**src/rtl/irq_seq_pkg.sv**
```systemverilog
package irq_seq_pkg;

  typedef enum logic [3:0] {
    S_IDLE, S_PUSH_F, S_PUSH_CS, S_PUSH_IP, S_VEC_LO, S_VEC_HI,
    S_POP_IP, S_POP_CS, S_POP_F, S_LOAD
  } seq_state_e;

  // segment:offset to a 20-bit physical byte address, carry out dropped
  function automatic logic [19:0] stack_addr(input logic [15:0] seg,
                                             input logic [15:0] off);
    return {seg, 4'h0} + {4'h0, off};
  endfunction

  // table entry of a type: offset word first, segment word two bytes above
  function automatic logic [19:0] vec_addr(input logic [7:0] vtype,
                                           input logic seg_word);
    return {10'd0, vtype, seg_word, 1'b0};
  endfunction

endpackage

```
**src/rtl/irq_arbiter.sv**
```systemverilog
module irq_arbiter #(
  parameter logic [7:0] NMI_TYPE = 8'd2
) (
  input  logic       clk,
  input  logic       rst_n,
  input  logic       nmi_req,
  input  logic       intr_req,
  input  logic [7:0] intr_type,
  input  logic       if_flag,
  input  logic       grant,
  output logic       req_valid,
  output logic [7:0] req_type,
  output logic       req_is_nmi
);
  logic nmi_q, nmi_pend;
  logic nmi_rise, mask_ok;

  assign nmi_rise = nmi_req & ~nmi_q;
  assign mask_ok  = intr_req & if_flag;

  always_ff @(posedge clk or negedge rst_n) begin
    if (!rst_n) begin
      nmi_q    <= 1'b0;
      nmi_pend <= 1'b0;
    end else begin
      nmi_q <= nmi_req;
      if (nmi_rise)
        nmi_pend <= 1'b1;
      else if (grant && nmi_pend)
        nmi_pend <= 1'b0;
    end
  end

  assign req_is_nmi = nmi_pend;
  assign req_valid  = nmi_pend | mask_ok;
  assign req_type   = nmi_pend ? NMI_TYPE : intr_type;

  // a maskable grant only happens with the enable bit set
  p_mask_gate_r4: assert property (@(posedge clk) disable iff (!rst_n)
    grant && !req_is_nmi |-> if_flag);

  // a serviced pulse is consumed unless a fresh edge arrives
  p_nmi_once_r11: assert property (@(posedge clk) disable iff (!rst_n)
    grant && req_is_nmi && !nmi_rise |=> !nmi_pend);

endmodule

```
**src/rtl/irq_seq_fsm.sv**
```systemverilog
module irq_seq_fsm
  import irq_seq_pkg::*;
#(
  parameter int IF_BIT = 9
) (
  input  logic        clk,
  input  logic        rst_n,
  input  logic        insn_done,
  input  logic        ret_cmd,
  input  logic        req_valid,
  input  logic [7:0]  req_type,
  input  logic [15:0] flags_in,
  input  logic [15:0] cs_in,
  input  logic [15:0] ip_in,
  input  logic [15:0] sp_in,
  input  logic [15:0] ss_in,
  output logic        grant,
  output logic        busy,
  output logic        mem_req,
  output logic        mem_we,
  output logic [19:0] mem_addr,
  output logic [15:0] mem_wdata,
  input  logic        mem_ack,
  input  logic [15:0] mem_rdata,
  output logic        ctx_ld,
  output logic [15:0] ctx_flags,
  output logic [15:0] ctx_cs,
  output logic [15:0] ctx_ip,
  output logic [15:0] ctx_sp
);
  seq_state_e  state;
  logic [15:0] flags_w, cs_w, ip_w, sp_w, ss_w;
  logic [7:0]  type_w;
  logic        entry_w;
  logic [15:0] sp_dec, sp_inc;
  logic        start_ret, start_irq;

  assign sp_dec    = sp_w - 16'd2;
  assign sp_inc    = sp_w + 16'd2;
  assign start_ret = (state == S_IDLE) && ret_cmd;
  assign start_irq = (state == S_IDLE) && !ret_cmd && insn_done && req_valid;
  assign grant     = start_irq;

  always_comb begin
    mem_req   = 1'b1;
    mem_we    = 1'b0;
    mem_addr  = '0;
    mem_wdata = '0;
    unique case (state)
      S_PUSH_F:  begin mem_we = 1'b1; mem_addr = stack_addr(ss_w, sp_dec); mem_wdata = flags_w; end
      S_PUSH_CS: begin mem_we = 1'b1; mem_addr = stack_addr(ss_w, sp_dec); mem_wdata = cs_w; end
      S_PUSH_IP: begin mem_we = 1'b1; mem_addr = stack_addr(ss_w, sp_dec); mem_wdata = ip_w; end
      S_VEC_LO:  mem_addr = vec_addr(type_w, 1'b0);
      S_VEC_HI:  mem_addr = vec_addr(type_w, 1'b1);
      S_POP_IP, S_POP_CS, S_POP_F: mem_addr = stack_addr(ss_w, sp_w);
      default:   mem_req = 1'b0;
    endcase
  end

  always_ff @(posedge clk or negedge rst_n) begin
    if (!rst_n) begin
      state   <= S_IDLE;
      flags_w <= '0;
      cs_w    <= '0;
      ip_w    <= '0;
      sp_w    <= '0;
      ss_w    <= '0;
      type_w  <= '0;
      entry_w <= 1'b0;
    end else begin
      unique case (state)
        S_IDLE: begin
          if (start_ret) begin
            sp_w    <= sp_in;
            ss_w    <= ss_in;
            entry_w <= 1'b0;
            state   <= S_POP_IP;
          end else if (start_irq) begin
            flags_w <= flags_in;
            cs_w    <= cs_in;
            ip_w    <= ip_in;
            sp_w    <= sp_in;
            ss_w    <= ss_in;
            type_w  <= req_type;
            entry_w <= 1'b1;
            state   <= S_PUSH_F;
          end
        end
        S_PUSH_F: if (mem_ack) begin
          sp_w            <= sp_dec;
          flags_w[IF_BIT] <= 1'b0;
          state           <= S_PUSH_CS;
        end
        S_PUSH_CS: if (mem_ack) begin sp_w <= sp_dec; state <= S_PUSH_IP; end
        S_PUSH_IP: if (mem_ack) begin sp_w <= sp_dec; state <= S_VEC_LO; end
        S_VEC_LO:  if (mem_ack) begin ip_w <= mem_rdata; state <= S_VEC_HI; end
        S_VEC_HI:  if (mem_ack) begin cs_w <= mem_rdata; state <= S_LOAD; end
        S_POP_IP:  if (mem_ack) begin ip_w <= mem_rdata; sp_w <= sp_inc; state <= S_POP_CS; end
        S_POP_CS:  if (mem_ack) begin cs_w <= mem_rdata; sp_w <= sp_inc; state <= S_POP_F; end
        S_POP_F:   if (mem_ack) begin flags_w <= mem_rdata; sp_w <= sp_inc; state <= S_LOAD; end
        S_LOAD:    state <= S_IDLE;
        default:   state <= S_IDLE;
      endcase
    end
  end

  assign busy      = (state != S_IDLE);
  assign ctx_ld    = (state == S_LOAD);
  assign ctx_flags = flags_w;
  assign ctx_cs    = cs_w;
  assign ctx_ip    = ip_w;
  assign ctx_sp    = sp_w;

  // an access in flight keeps its address, direction and data
  p_hold_req_r10: assert property (@(posedge clk) disable iff (!rst_n)
    mem_req && !mem_ack |=> mem_req && $stable(mem_addr) && $stable(mem_we) && $stable(mem_wdata));

  // load strobe lasts one cycle
  p_ld_pulse_r7: assert property (@(posedge clk) disable iff (!rst_n)
    ctx_ld |=> !ctx_ld);

  // entry always hands over a cleared enable bit
  p_if_clear_r7: assert property (@(posedge clk) disable iff (!rst_n)
    ctx_ld && entry_w |-> !ctx_flags[IF_BIT]);

  // a sequence that is not a return starts only at a boundary
  p_boundary_r2: assert property (@(posedge clk) disable iff (!rst_n)
    $rose(busy) && !$past(ret_cmd) |-> $past(insn_done));

  // busy ends only after the load cycle
  p_busy_end_r8: assert property (@(posedge clk) disable iff (!rst_n)
    $fell(busy) |-> $past(ctx_ld));

  // every completed push lowers the stack pointer by one word
  p_push_step_r5: assert property (@(posedge clk) disable iff (!rst_n)
    mem_req && mem_ack && mem_we |=> sp_w == $past(sp_w) - 16'd2);

endmodule

```
**src/rtl/irq_entry_seq.sv**
```systemverilog
module irq_entry_seq #(
  parameter int         IF_BIT   = 9,
  parameter logic [7:0] NMI_TYPE = 8'd2
) (
  input  logic        clk,
  input  logic        rst_n,
  input  logic        nmi_req,
  input  logic        intr_req,
  input  logic [7:0]  intr_type,
  input  logic        insn_done,
  input  logic        ret_cmd,
  input  logic [15:0] flags_in,
  input  logic [15:0] cs_in,
  input  logic [15:0] ip_in,
  input  logic [15:0] sp_in,
  input  logic [15:0] ss_in,
  output logic        mem_req,
  output logic        mem_we,
  output logic [19:0] mem_addr,
  output logic [15:0] mem_wdata,
  input  logic        mem_ack,
  input  logic [15:0] mem_rdata,
  output logic        busy,
  output logic        ctx_ld,
  output logic [15:0] ctx_flags,
  output logic [15:0] ctx_cs,
  output logic [15:0] ctx_ip,
  output logic [15:0] ctx_sp
);
  logic       grant, req_valid, req_is_nmi;
  logic [7:0] req_type;

  irq_arbiter #(.NMI_TYPE(NMI_TYPE)) u_arb (
    .clk(clk), .rst_n(rst_n), .nmi_req(nmi_req), .intr_req(intr_req),
    .intr_type(intr_type), .if_flag(flags_in[IF_BIT]), .grant(grant),
    .req_valid(req_valid), .req_type(req_type), .req_is_nmi(req_is_nmi)
  );

  irq_seq_fsm #(.IF_BIT(IF_BIT)) u_fsm (
    .clk(clk), .rst_n(rst_n), .insn_done(insn_done), .ret_cmd(ret_cmd),
    .req_valid(req_valid), .req_type(req_type),
    .flags_in(flags_in), .cs_in(cs_in), .ip_in(ip_in), .sp_in(sp_in), .ss_in(ss_in),
    .grant(grant), .busy(busy),
    .mem_req(mem_req), .mem_we(mem_we), .mem_addr(mem_addr), .mem_wdata(mem_wdata),
    .mem_ack(mem_ack), .mem_rdata(mem_rdata),
    .ctx_ld(ctx_ld), .ctx_flags(ctx_flags), .ctx_cs(ctx_cs), .ctx_ip(ctx_ip), .ctx_sp(ctx_sp)
  );

  // a pending non-maskable request is the one granted
  p_nmi_first_r3: assert property (@(posedge clk) disable iff (!rst_n)
    grant && req_is_nmi |-> req_type == NMI_TYPE);

endmodule

```
**config.mk**
```make
export PLATFORM = sky130hd
export DESIGN_NAME = irq_entry_seq
export DESIGN_NICKNAME = d
export VERILOG_FILES = /design/src/rtl/irq_seq_pkg.sv /design/src/rtl/irq_arbiter.sv /design/src/rtl/irq_seq_fsm.sv /design/src/rtl/irq_entry_seq.sv
export SDC_FILE = /design/constraint.sdc
export NUM_CORES = 1
export LEC_CHECK = 0
export ABC_AREA = 1
export BUFFER_PORTS_ARGS = -buffer_cell sky130_fd_sc_hd__buf_2
export CORE_AREA = 2 2 106 150
export DETAILED_ROUTE_END_ITERATION = 10
export DIE_AREA = 0 0 108 152
export PLACE_DENSITY_LB_ADDON = 0.05
export SKIP_LAST_GASP = 1
export SYNTH_ARGS = -nofsm -noshare
export SYNTH_HDL_FRONTEND = slang
export SYNTH_HIERARCHICAL = 1
export SYNTH_SLANG_ARGS = --single-unit
```
**constraint.sdc**
```tcl
create_clock -name clk -period 3.94 [get_ports clk]
set_input_delay 0.394 -clock clk [delete_from_list [all_inputs] [get_ports clk]]
set_output_delay 0.394 -clock clk [all_outputs]
set_load 0.01 [all_outputs]
```
==> run metrics, run 1 <==
setup TNS 0 ns; number of instances in the synthesized netlist 999; adder-cell area share of the yosys netlist 3.30%; static leakage power 4.40 nW; clock buffer depth 2; cell type contributing the most total cell area after synthesis dfrtp_1; skew final 0.00892 ns; effective utilization at floorplan 43.9%; power per unit of standard cell area 1040 mW/mm2; most used standard cell by instance count after synthesis nand2_1; initial DRC count 372; number of synthesis warnings 6; Sequential cell area 0.00235 mm2; number of synthesized flops with an enable pin 0; Pre-Repair DR Iteration Count 5; DRC viols 0; GR Util All Layers 26.1%; number of max-cap violations 0; period utilization 92.9%; Max Clock Freq 273 MHz; number of placement rows 54; final count of hold timing violations 0; Congestion Overflow GR 0; number of placed instances with taps included 1376; first-pass GRT wire length 34000 um; worst supply voltage drop on vdd 0.000527 V; required time worst endpoint 3.55 ns; Final Core Density 53.8%; multi-input gate area in the final layout 0.00368 mm2; filler cell count 1651; count of H-tree levels built during CTS 3; gpl congestion 0.897; DR WL met3 1020 um; port buffer count 214; number of nets in the layout 1320; CTS sink count 94; clock-pin slew reported for the worst setup and hold paths after clock tree synthesis 0.07 ns; fraction of post-synthesis cell area in the top cell type by area 35.3%; post-synthesis share of cell area spent on xor and xnor gates 1.05%; Setup-failing EPs final 0; relative area change from synthesis to final layout 22.6%; fraction of the mapped netlist area in compound gates 15.5%; critical path data arrival time 3.27 ns; simple logic cell fraction of the synthesized area 33.2%; amount of wire on met2 after detailed routing 11500 um; main combinational cell family by area after synthesis simple AND/OR/NAND/NOR gates; proportion of synthesized area in mux cells 2.03%; post-layout min period 3.66 ns; vertical die dimension 152 um; Detailed Route WL 21400 um; Post-Layout Cell Count 1393; kind of end point of the critical path output pin; unrepaired setup endpoints after global routing yes; vias in the first global route 6981; cell types occupying the most area after synthesis dfrtp_1, nand2_1, nand3_1; worst-skew pair later-pin latency 0.35 ns; post-synthesis instance area 0.00667 mm2; fin. max-slew vios 0; Clock Tree Root clkbuf_16; clock tree from TritonCTS yes; slew margin rel. 23.9%; startpoint type of the worst setup path register; result of the run finished clean; commonest cells in the netlist nand2_1, inv_1, dfrtp_1, nor2_1, nand3_1; Synth Flop Type dfrtp_1; average instance area after synthesis 6.67 um2; ANT nets after route 0; worst-case reg-to-reg path depth 9; Tightest Pin Transition 1.14 ns; Avg WL per Cell 15.4 um; Antenna Cells 0; Chip Width 108 um; fraction of final layout cells with drive strength greater than 1 24.4%; kind of critical path reg -> out; distinct cell type count of the synthesized netlist 38; post-synthesis sequential element count 94; number of buffers added by the clock tree synthesis step 9; net count after synthesis 1127; share of synthesized registers carrying an async set or reset 100%; initial antenna violation count 0; boundary pin count 215; pin count of the biggest net entering global routing 61; via count 7091; post-detailed-placement half-perimeter wirelength 16200 um; vias per inst 5.09; number of setup buffers added after CTS 0; Max FO, Critical Path 9; topmost layer with routed signal wires met4; area of the die 0.0164 mm2; Placeable Area 0.0152 mm2; class of the worst hold path in -> async; sequential element share of the synthesized area 35.3%; DRT met1 WL 8290 um
[cell usage in the layout (no fill, tap or decap), drive strengths merged]
cell type and count:
inv 110, nand4 5, nand2 340, xor2 5, and2 1, a31oi 2
clkinvlp 2, dfrtp 94, o21a 16, clkinv 4, nor3 6, or2 4
nor2 94, a21o 1, nand3 84, o21ai 101, clkbuf 12, ha 16
a21boi 1, xnor2 3, a22o 1, a21oi 38, o211ai 20, bufinv 1
fa 1, buf 223, mux2 12
[path summary, 6_finish.rpt]
path | from | to | slack, ns
worst max-delay path | u_fsm/ctx_sp[4] | mem_addr[9] | 0.28
worst min-delay path | rst_n | u_fsm/ss_w[12] | 0.11
worst max register to register | u_fsm/state[1] | u_fsm/ctx_sp[10] | 1.26
worst min register to register | u_arb/nmi_q | u_arb/req_is_nmi | 0.48
max in group asynchronous | rst_n | u_fsm/ctx_flags[6] | 3.02
min in group clk | nmi_req | u_arb/nmi_q | 0.19
[routing by layer]
metal | track usage, % | vias up
li1 | - | 3591
met1 | 28.6 | 3257
met2 | 49.4 | 204
met3 | 4.12 | 39
met4 | 9.52 | 0
met5 | 0 | -
[power by group]
part	internal [mW]	leakage, nW	switching (mW)
logic	1.98	3.11	3.64
clock network	0.547	0.159	0.389
registers	1.45	1.14	0.459
total	3.98	4.40	4.49
[flip-flops by register name, indices dropped and copies added, names as in the netlist, 4 cells and up]
signal	count
u_fsm/ctx_cs	16
u_fsm/ctx_flags	16
u_fsm/ctx_ip	16
u_fsm/ctx_sp	16
u_fsm/ss_w	16
u_fsm/state	4
u_fsm/type_w	8
[final cells by class]
| class | instances | area share, % |
|---|---|---|
| flip-flops and latches | 94 | 28.8 |
| well taps | 196 | 3.00 |
| repair inverters | 1 | 0.0918 |
| clock inverters | 4 | 0.643 |
| repair buffers | 223 | 14.0 |
| inverters | 112 | 5.19 |
| multi-input cells | 751 | 45.1 |
| clock buffers | 12 | 3.26 |
[worst max-delay path, stage by stage (launching register included)]
cell and delay, ns:
dfrtp_1 0.49, nor2_1 0.30, inv_1 0.07, nor2_1 0.29, xor2_1 0.23, nand2_1 0.07
o21ai_1 0.13, ha_1 0.32, a21oi_1 0.14, nand2_1 0.11, nand2_1 0.07, nand3_1 0.13
nand2_1 0.09, nand2_1 0.04, o21ai_0 0.25, buf_2 0.20
[kinds of logic after synthesis]
group / after synthesis
simple gates: 534
compound gates: 180
buf+inv: 154
flops: 94
fa+ha+maj: 17
mux: 12
xor+xnor: 8
[metrics by stage]
stage          area [um2]  worst slack, ns  hold slack (ns)  power (mW)
6_report             8170            0.280            0.108        8.47
5_1_grt              8170          -0.0109            0.174        9.30
4_1_cts              8150           0.0984            0.160        8.52
3_5_place_dp         7840            0.496            0.466        7.55
3_3_place_gp         7840            0.562            0.465        7.53
2_1_floorplan        6670            0.832           0.0984        5.73
[repair_timing]
action,4_1_cts,5_1_grt
hold buffers,0,0
resized for setup,0,8
endpoints found under the setup margin,0,11
(Power assumes the default switching activity.)
==> run 2: changes to the inputs <==
- ABC_AREA: 1 -> 0
- BUFFER_PORTS_ARGS: -buffer_cell sky130_fd_sc_hd__buf_2 -> default
- CORE_AREA: 2 2 106 150 -> 2 2 106 149
- DIE_AREA: 0 0 108 152 -> 0 0 108 151
- DONT_BUFFER_PORTS: default -> 1
==> run 2 against run 1 <==
  * Setup slack worse by 0.15 ns
  * Maximum frequency down 3.8%
  * Critical path depth down 1
  * Clock power down 10%
  * Synthesized cell count down 25%
  * Cell count down 30%
  * Cell area down 3.9%
  * Hold slack worse by 0.032 ns
  * Synthesized area down 0.26%
  * Core utilization down 1.1 points
  * Highest routed layer unchanged
==> run metrics, run 2 <==
distinct cell type count of the synthesized netlist 71 (+87%); commonest cells after routing, fill and taps aside dfrtp_1, nand2_1, o21ai_0, nor2_1, buf_4; Post-Layout Cell Count 972 (-30%); gpl congestion 0.897 (about the same); fin. max-slew vios 0 (unchanged); DP Area 0.00704 mm2 (-10%); static leakage power 3.27 nW (-26%); worst-skew pair later-pin latency 0.34 ns (about the same); post-synthesis sequential element count 94 (unchanged); boundary pin count 215 (unchanged); critical path data arrival time 3.41 ns (+0.14 ns); kind of end point of the critical path output pin; filler cell count 1396 (-15%); via count 5927 (-16%); initial DRC count 339 (-8.9%); class of the worst hold path in -> reg; number of instances in the synthesized netlist 752 (-25%); Detailed Route WL 21100 um (-1.5%); number of placement rows 53 (-1.9%); Final Core Density 52.6% (-1.1 points); area of the die 0.0163 mm2 (-0.66%); number of buffers added by the clock tree synthesis step 9 (unchanged); kind of critical path reg -> out; worst-case reg-to-reg path depth 6 (-3); net count after synthesis 880 (-22%); Max FO, Critical Path 18 (+9); number of synthesis warnings 6 (unchanged); clock tree from TritonCTS yes; Congestion Overflow GR 0 (unchanged); DRC viols 0 (unchanged); Avg WL per Cell 21.7 um (+41%); skew final 0.00562 ns (-0.00330 ns); number of nets in the layout 904 (-32%); share of synthesized registers carrying an async set or reset 100% (unchanged); relative area change from synthesis to final layout 18.1%; port buffer count 0 (-100%); cell types occupying the most area after synthesis dfrtp_1, mux2i_1, mux2_2; total power consumption of the routed design 8.28 mW (-2.2%); ANT nets after route 0 (unchanged); startpoint type of the worst setup path register; cell type contributing the most total cell area after synthesis dfrtp_1; post-detailed-placement half-perimeter wirelength 15000 um (-7.2%); most common library cell in the layout ignoring fill and taps dfrtp_1; number of placed instances with taps included 941 (-32%); Clock Tree Root clkbuf_16; unrepaired setup endpoints after global routing yes; Chip Width 108 um (unchanged); hold slack 0.0761 ns (-0.0316 ns); clock-pin slew reported for the worst setup and hold paths after clock tree synthesis 0.07 ns (about the same); sequential element share of the synthesized area 35.4% (+0.093 points); simple logic cell fraction of the synthesized area 17.7% (-15 points); pin count of the biggest net entering global routing 95 (+56%); initial antenna violation count 0 (unchanged); count of H-tree levels built during CTS 3 (unchanged); depth of the worst hold-timing path 0; period utilization 96.6% (+3.7 points); effective utilization at floorplan 44.6% (+0.71 points); required time worst endpoint 3.55 ns (about the same); number of max-cap violations 0 (unchanged); commonest cells in the netlist dfrtp_1, nand2_1, o21ai_0, nor2_1, mux2i_1; vias per inst 6.10 (+20%); clock buffer depth 2 (unchanged); post-synthesis instance area 0.00665 mm2 (-0.26%); vertical die dimension 151 um (-0.66%); final count of hold timing violations 0 (unchanged); CTS sink count 94 (unchanged); Antenna Cells 0 (unchanged); Pre-Repair DR Iteration Count 5 (unchanged); average instance area after synthesis 8.84 um2 (+32%); adder-cell area share of the yosys netlist 3.31% (+0.0087 points); fraction of post-synthesis cell area in the top cell type by area 35.4% (+0.093 points); Setup-failing EPs final 0 (unchanged); fraction of the mapped netlist area in compound gates 21.1% (+5.5 points); GR Util All Layers 25.4% (-0.76 points); Tightest Pin Transition 1.07 ns (-0.0697 ns); vias in the first global route 5994 (-14%); most used standard cell by instance count after synthesis dfrtp_1; Synth Flop Type dfrtp_1; result of the run finished clean; proportion of synthesized area in mux cells 14.5% (+12 points); slew margin rel. 28.5% (+4.6 points); post-synthesis share of cell area spent on xor and xnor gates 3.03% (+2.0 points); Placeable Area 0.0149 mm2 (-1.9%); post-route standard cell area excluding fillers 0.00785 mm2 (-3.9%); first-pass GRT wire length 32000 um (-5.9%); fraction of final layout cells with drive strength greater than 1 25.9% (+1.5 points); worst supply voltage drop on vdd 0.000489 V (-7.3%); number of synthesized flops with an enable pin 0 (unchanged); power per unit of standard cell area 1050 mW/mm2 (+1.8%); Max Clock Freq 263 MHz (-3.8%); post-layout min period 3.81 ns (+0.146 ns); main combinational cell family by area after synthesis compound AO/OA/AOI/OAI gates
==> run 2: changes by cell type after synthesis, moves of 22 or more <==
cell     change
o21ai_1     -32
mux2_2      +26
inv_1       -85
a22oi_1     +22
nor3_1      +23
nand2_1    -262
nand3_1     -73
mux2i_1     +50
==> run 2: final timing paths <==
kind	from	endpoint	slack [ns]
max	u_fsm/state[0]	mem_addr[19]	0.13
min	nmi_req	u_arb/nmi_q	0.08
max reg2reg	u_fsm/state[0]	u_fsm/ctx_cs[0]	1.06
min reg2reg	u_arb/nmi_q	u_arb/req_is_nmi	0.44
max in group asynchronous	rst_n	u_fsm/ctx_sp[5]	2.89
min in group asynchronous	rst_n	u_fsm/ss_w[11]	0.64
==> run 2: through the flow <==
| stage | TNS [ns] | worst slack (ns) |
|---|---|---|
| after floorplan | 0 | 0.0285 |
| after global placement | 0 | 0.154 |
| after detailed placement | 0 | 0.144 |
| after CTS | -0.0153 | -0.0153 |
| after global routing | -0.208 | -0.0844 |
| final | 0 | 0.134 |
==> run 2: timing repair <==
item                                   4_1_cts  5_1_grt
gates resized for setup                     19       60
endpoints found under the hold margin       94        0
setup buffers                                3       11
setup endpoints to repair                    9       10
hold buffers                                 2        0
pin swaps                                    5       28
==> run 2: cell type report <==
class | count | area [um2] | area share, %
clock inverters | 4 | 32.5 | 0.414
flip-flops and latches | 94 | 2350 | 30.0
repair buffers | 67 | 549 | 6.99
inverters | 19 | 71.3 | 0.908
well taps | 192 | 240 | 3.06
multi-input cells | 585 | 4360 | 55.6
clock buffers | 11 | 243 | 3.09
==> run 2: kinds of logic after synthesis <==
| family | count (synthesis) |
|---|---|
| multiplexers | 91 |
| AO/OA/AOI/OAI | 213 |
| XOR/XNOR | 23 |
| AND/OR/NAND/NOR | 241 |
| flip-flops | 94 |
| adder cells (fa/ha/maj) | 17 |
| buffers and inverters | 73 |
==> run 2: report_power, final <==
group,internal [mW],switching (mW),total [mW]
logic,2.33,3.11,5.44
clock network,0.446,0.393,0.839
registers,1.43,0.570,2.00
==> run 2: routing by layer <==
layer,wire length (um),up-vias,global-route usage (%)
li1,-,2775,-
met1,7720,2888,27.8
met2,11300,230,47.1
met3,1470,34,6.67
met4,588,0,8.27
met5,0,-,0
==> run 2: worst max-delay path, stage by stage (launching register included) <==
cell,delay [ns]
dfrtp_1,0.41
nor4b_4,0.35
buf_4,0.17
or2_2,0.17
buf_12,0.17
nor2_1,0.07
xnor2_1,0.13
ha_2,0.38
o211ai_1,0.15
nor3_2,0.23
a221oi_2,0.08
buf_4,0.16
a2111o_1,0.36
o21ai_1,0.10
buf_4,0.15
==> run 3: changes to the inputs <==
- SETUP_SLACK_MARGIN: default -> 0.3
==> run 3 against run 2 <==
  * Wire length is 3.3% higher
  * Critical endpoint is now mem_addr[15]
  * Cell area is 1.3% higher
  * First-iteration DRC count is 19% higher
  * Highest routed layer unchanged
  * Clock skew is 0.0025 ns higher
  * Maximum frequency is 2.3% lower
  * Sequential power is 3% higher
  * Global-route usage is 1.3 points higher
==> run metrics, run 3 (synthesis gave the netlist of run 2 again) <==
number of placement rows 53 (unchanged); Max Clock Freq 257 MHz (-2.3%); initial antenna violation count 1 (+1); family with the most delay on the worst path compound AO/OA/AOI/OAI gates; number of nets in the layout 913 (+1.0%); Sequential cell area 0.00236 mm2 (about the same); Avg WL per Cell 22.1 um (+2.1%); number of max-cap violations 0 (unchanged); fin. max-slew vios 0 (unchanged); period utilization 98.8% (+2.2 points); gpl congestion 0.874 (-2.7%); post-route setup slack 0.0462 ns (-0.0881 ns); post-layout min period 3.89 ns (+0.0881 ns); ANT nets after route 0 (unchanged); DR WL met3 1500 um (+1.5%); static leakage power 3.34 nW (+2.0%); port buffer count 0 (unchanged); setup TNS 0 ns (unchanged); kind of end point of the critical path output pin; slew margin rel. 27.3% (-1.1 points); Tightest Pin Transition 1.09 ns (+0.0171 ns); Buffers & Inverters on Critical Path 4 (unchanged); vertical die dimension 151 um (unchanged); via count 5980 (+0.89%); clock-pin slew reported for the worst setup and hold paths after clock tree synthesis 0.07 ns (about the same); Clock Tree Root clkbuf_16; CP most frequent cell buf_4; filler cell count 1397 (+0.072%); pin count of the biggest net entering global routing 95 (unchanged); worst slack, placed 0.270 ns (+0.126 ns); worst supply voltage drop on vdd 0.000562 V (+15%); fraction of final layout cells with drive strength greater than 1 27.6% (+1.7 points); kind of critical path reg -> out; multi-input gate area in the final layout 0.00438 mm2 (+0.32%); Chip Width 108 um (unchanged); final count of hold timing violations 0 (unchanged); CTS sink count 94 (unchanged); effective utilization at floorplan 44.6% (unchanged); count of H-tree levels built during CTS 3 (unchanged); Setup-failing EPs final 0 (unchanged); vias per inst 6.08 (-0.23%); critical path data arrival time 3.50 ns (+0.09 ns); commonest cells after routing, fill and taps aside dfrtp_1, nand2_1, buf_4, o21ai_0, nor2_1; Max FO, Critical Path 6 (-12); clock tree from TritonCTS yes; number of placed instances with taps included 936 (-0.53%); boundary pin count 215 (unchanged); area of the die 0.0163 mm2 (unchanged); post-detailed-placement half-perimeter wirelength 15300 um (+1.7%); Congestion Overflow GR 0 (unchanged); Placeable Area 0.0149 mm2 (unchanged); most common library cell in the layout ignoring fill and taps dfrtp_1; GR Util All Layers 26.7% (+1.3 points); Post-Layout Cell Count 983 (+1.1%); CP max-delay cell dfrtp_1; power per unit of standard cell area 1080 mW/mm2 (+2.9%); worst-skew pair later-pin latency 0.35 ns (about the same); required time worst endpoint 3.55 ns (about the same); Crit path largest cell delay 0.41 ns (about the same); unrepaired setup endpoints after global routing yes; class of the worst hold path in -> reg; topmost layer with routed signal wires met4; startpoint type of the worst setup path register; first-pass GRT wire length 33400 um (+4.3%); skew final 0.00808 ns (+0.00246 ns); DRC viols 0 (unchanged); Final Core Density 53.3% (+0.69 points); vias in the first global route 6261 (+4.5%); ordered list of cells on the worst path buf_4 > nor3_2 > buf_4 > nand2_1 > nor4_4 > xor2_2 > ha_4 > a2111oi_4 > o21ai_1 > a221oi_2 > buf_4 > nor3_1 > a311oi_2 > buf_4; Pre-Repair DR Iteration Count 5 (unchanged); number of buffers added by the clock tree synthesis step 9 (unchanged); relative area change from synthesis to final layout 19.7%; Detailed Route WL 21800 um (+3.3%); initial DRC count 403 (+19%); DRT met1 WL 7980 um (+3.5%); amount of wire on met2 after detailed routing 11400 um (+0.65%); clock buffer depth 2 (unchanged); result of the run finished clean
[run 3: what timing repair did]
action	in CTS	in global routing
endpoints found under the hold margin	94	0
hold buffers	2	0
pin swaps	20	30
endpoints found under the setup margin	11	12
resized for setup	41	32
setup buffers	15	13
[run 3: final cells by class]
type / instances / share of cell area [%]
Clock inverter: 6 / 0.645
Timing Repair Buffer: 76 / 7.75
Antenna cell: 1 / 0.0315
Sequential cell: 94 / 29.6
Inverter: 19 / 0.928
Multi-Input combinational cell: 585 / 55.0
Clock buffer: 10 / 3.00
Tap cell: 192 / 3.02
[run 3: final timing paths]
check                      depth (start not counted)            start                to  slack, ns
min in group asynchronous                          2            rst_n    u_fsm/ss_w[14]       0.62
min reg2reg                                        1      u_arb/nmi_q  u_arb/req_is_nmi       0.44
min                                                0          nmi_req       u_arb/nmi_q       0.06
max                                               14  u_fsm/ctx_sp[2]      mem_addr[15]       0.05
max reg2reg                                        6   u_fsm/state[0]  u_fsm/ctx_cs[12]       1.07
max in group asynchronous                          2            rst_n   u_fsm/ctx_sp[1]       2.88
[run 3: per-stage QoR]
| step | power (mW) | hold slack (ns) | instance area (um2) |
|---|---|---|---|
| CTS | 8.15 | 0.0482 | 7670 |
| detailed placement | 6.76 | 0.101 | 7030 |
| floorplan | 5.30 | 0.0984 | 6680 |
| finish | 8.63 | 0.0612 | 7960 |
| global placement | 6.68 | 0.101 | 7030 |
| global route | 9.24 | 0.0394 | 7960 |
[run 3: metal layers]
metal  GRT usage, %  vias to the layer above
met5              0                        -
met4           12.8                        0
met3           7.14                       57
met2           47.7                      262
met1           29.0                     2862
li1               -                     2799
[run 3: power breakdown]
part / internal, mW / switching (mW) / total (mW)
Combinational: 2.49 / 3.21 / 5.70
Clock: 0.458 / 0.426 / 0.883
Sequential: 1.43 / 0.615 / 2.05
[run 3: worst register-to-register path, delay by kind of cell (launching register included)]
kind / cells / cell delay (ns)
DFF: 1 / 0.41
and+or+nand+nor: 4 / 1.99
AOI/OAI and AO/OA: 1 / 0.12
buffers and inverters: 1 / 0.29
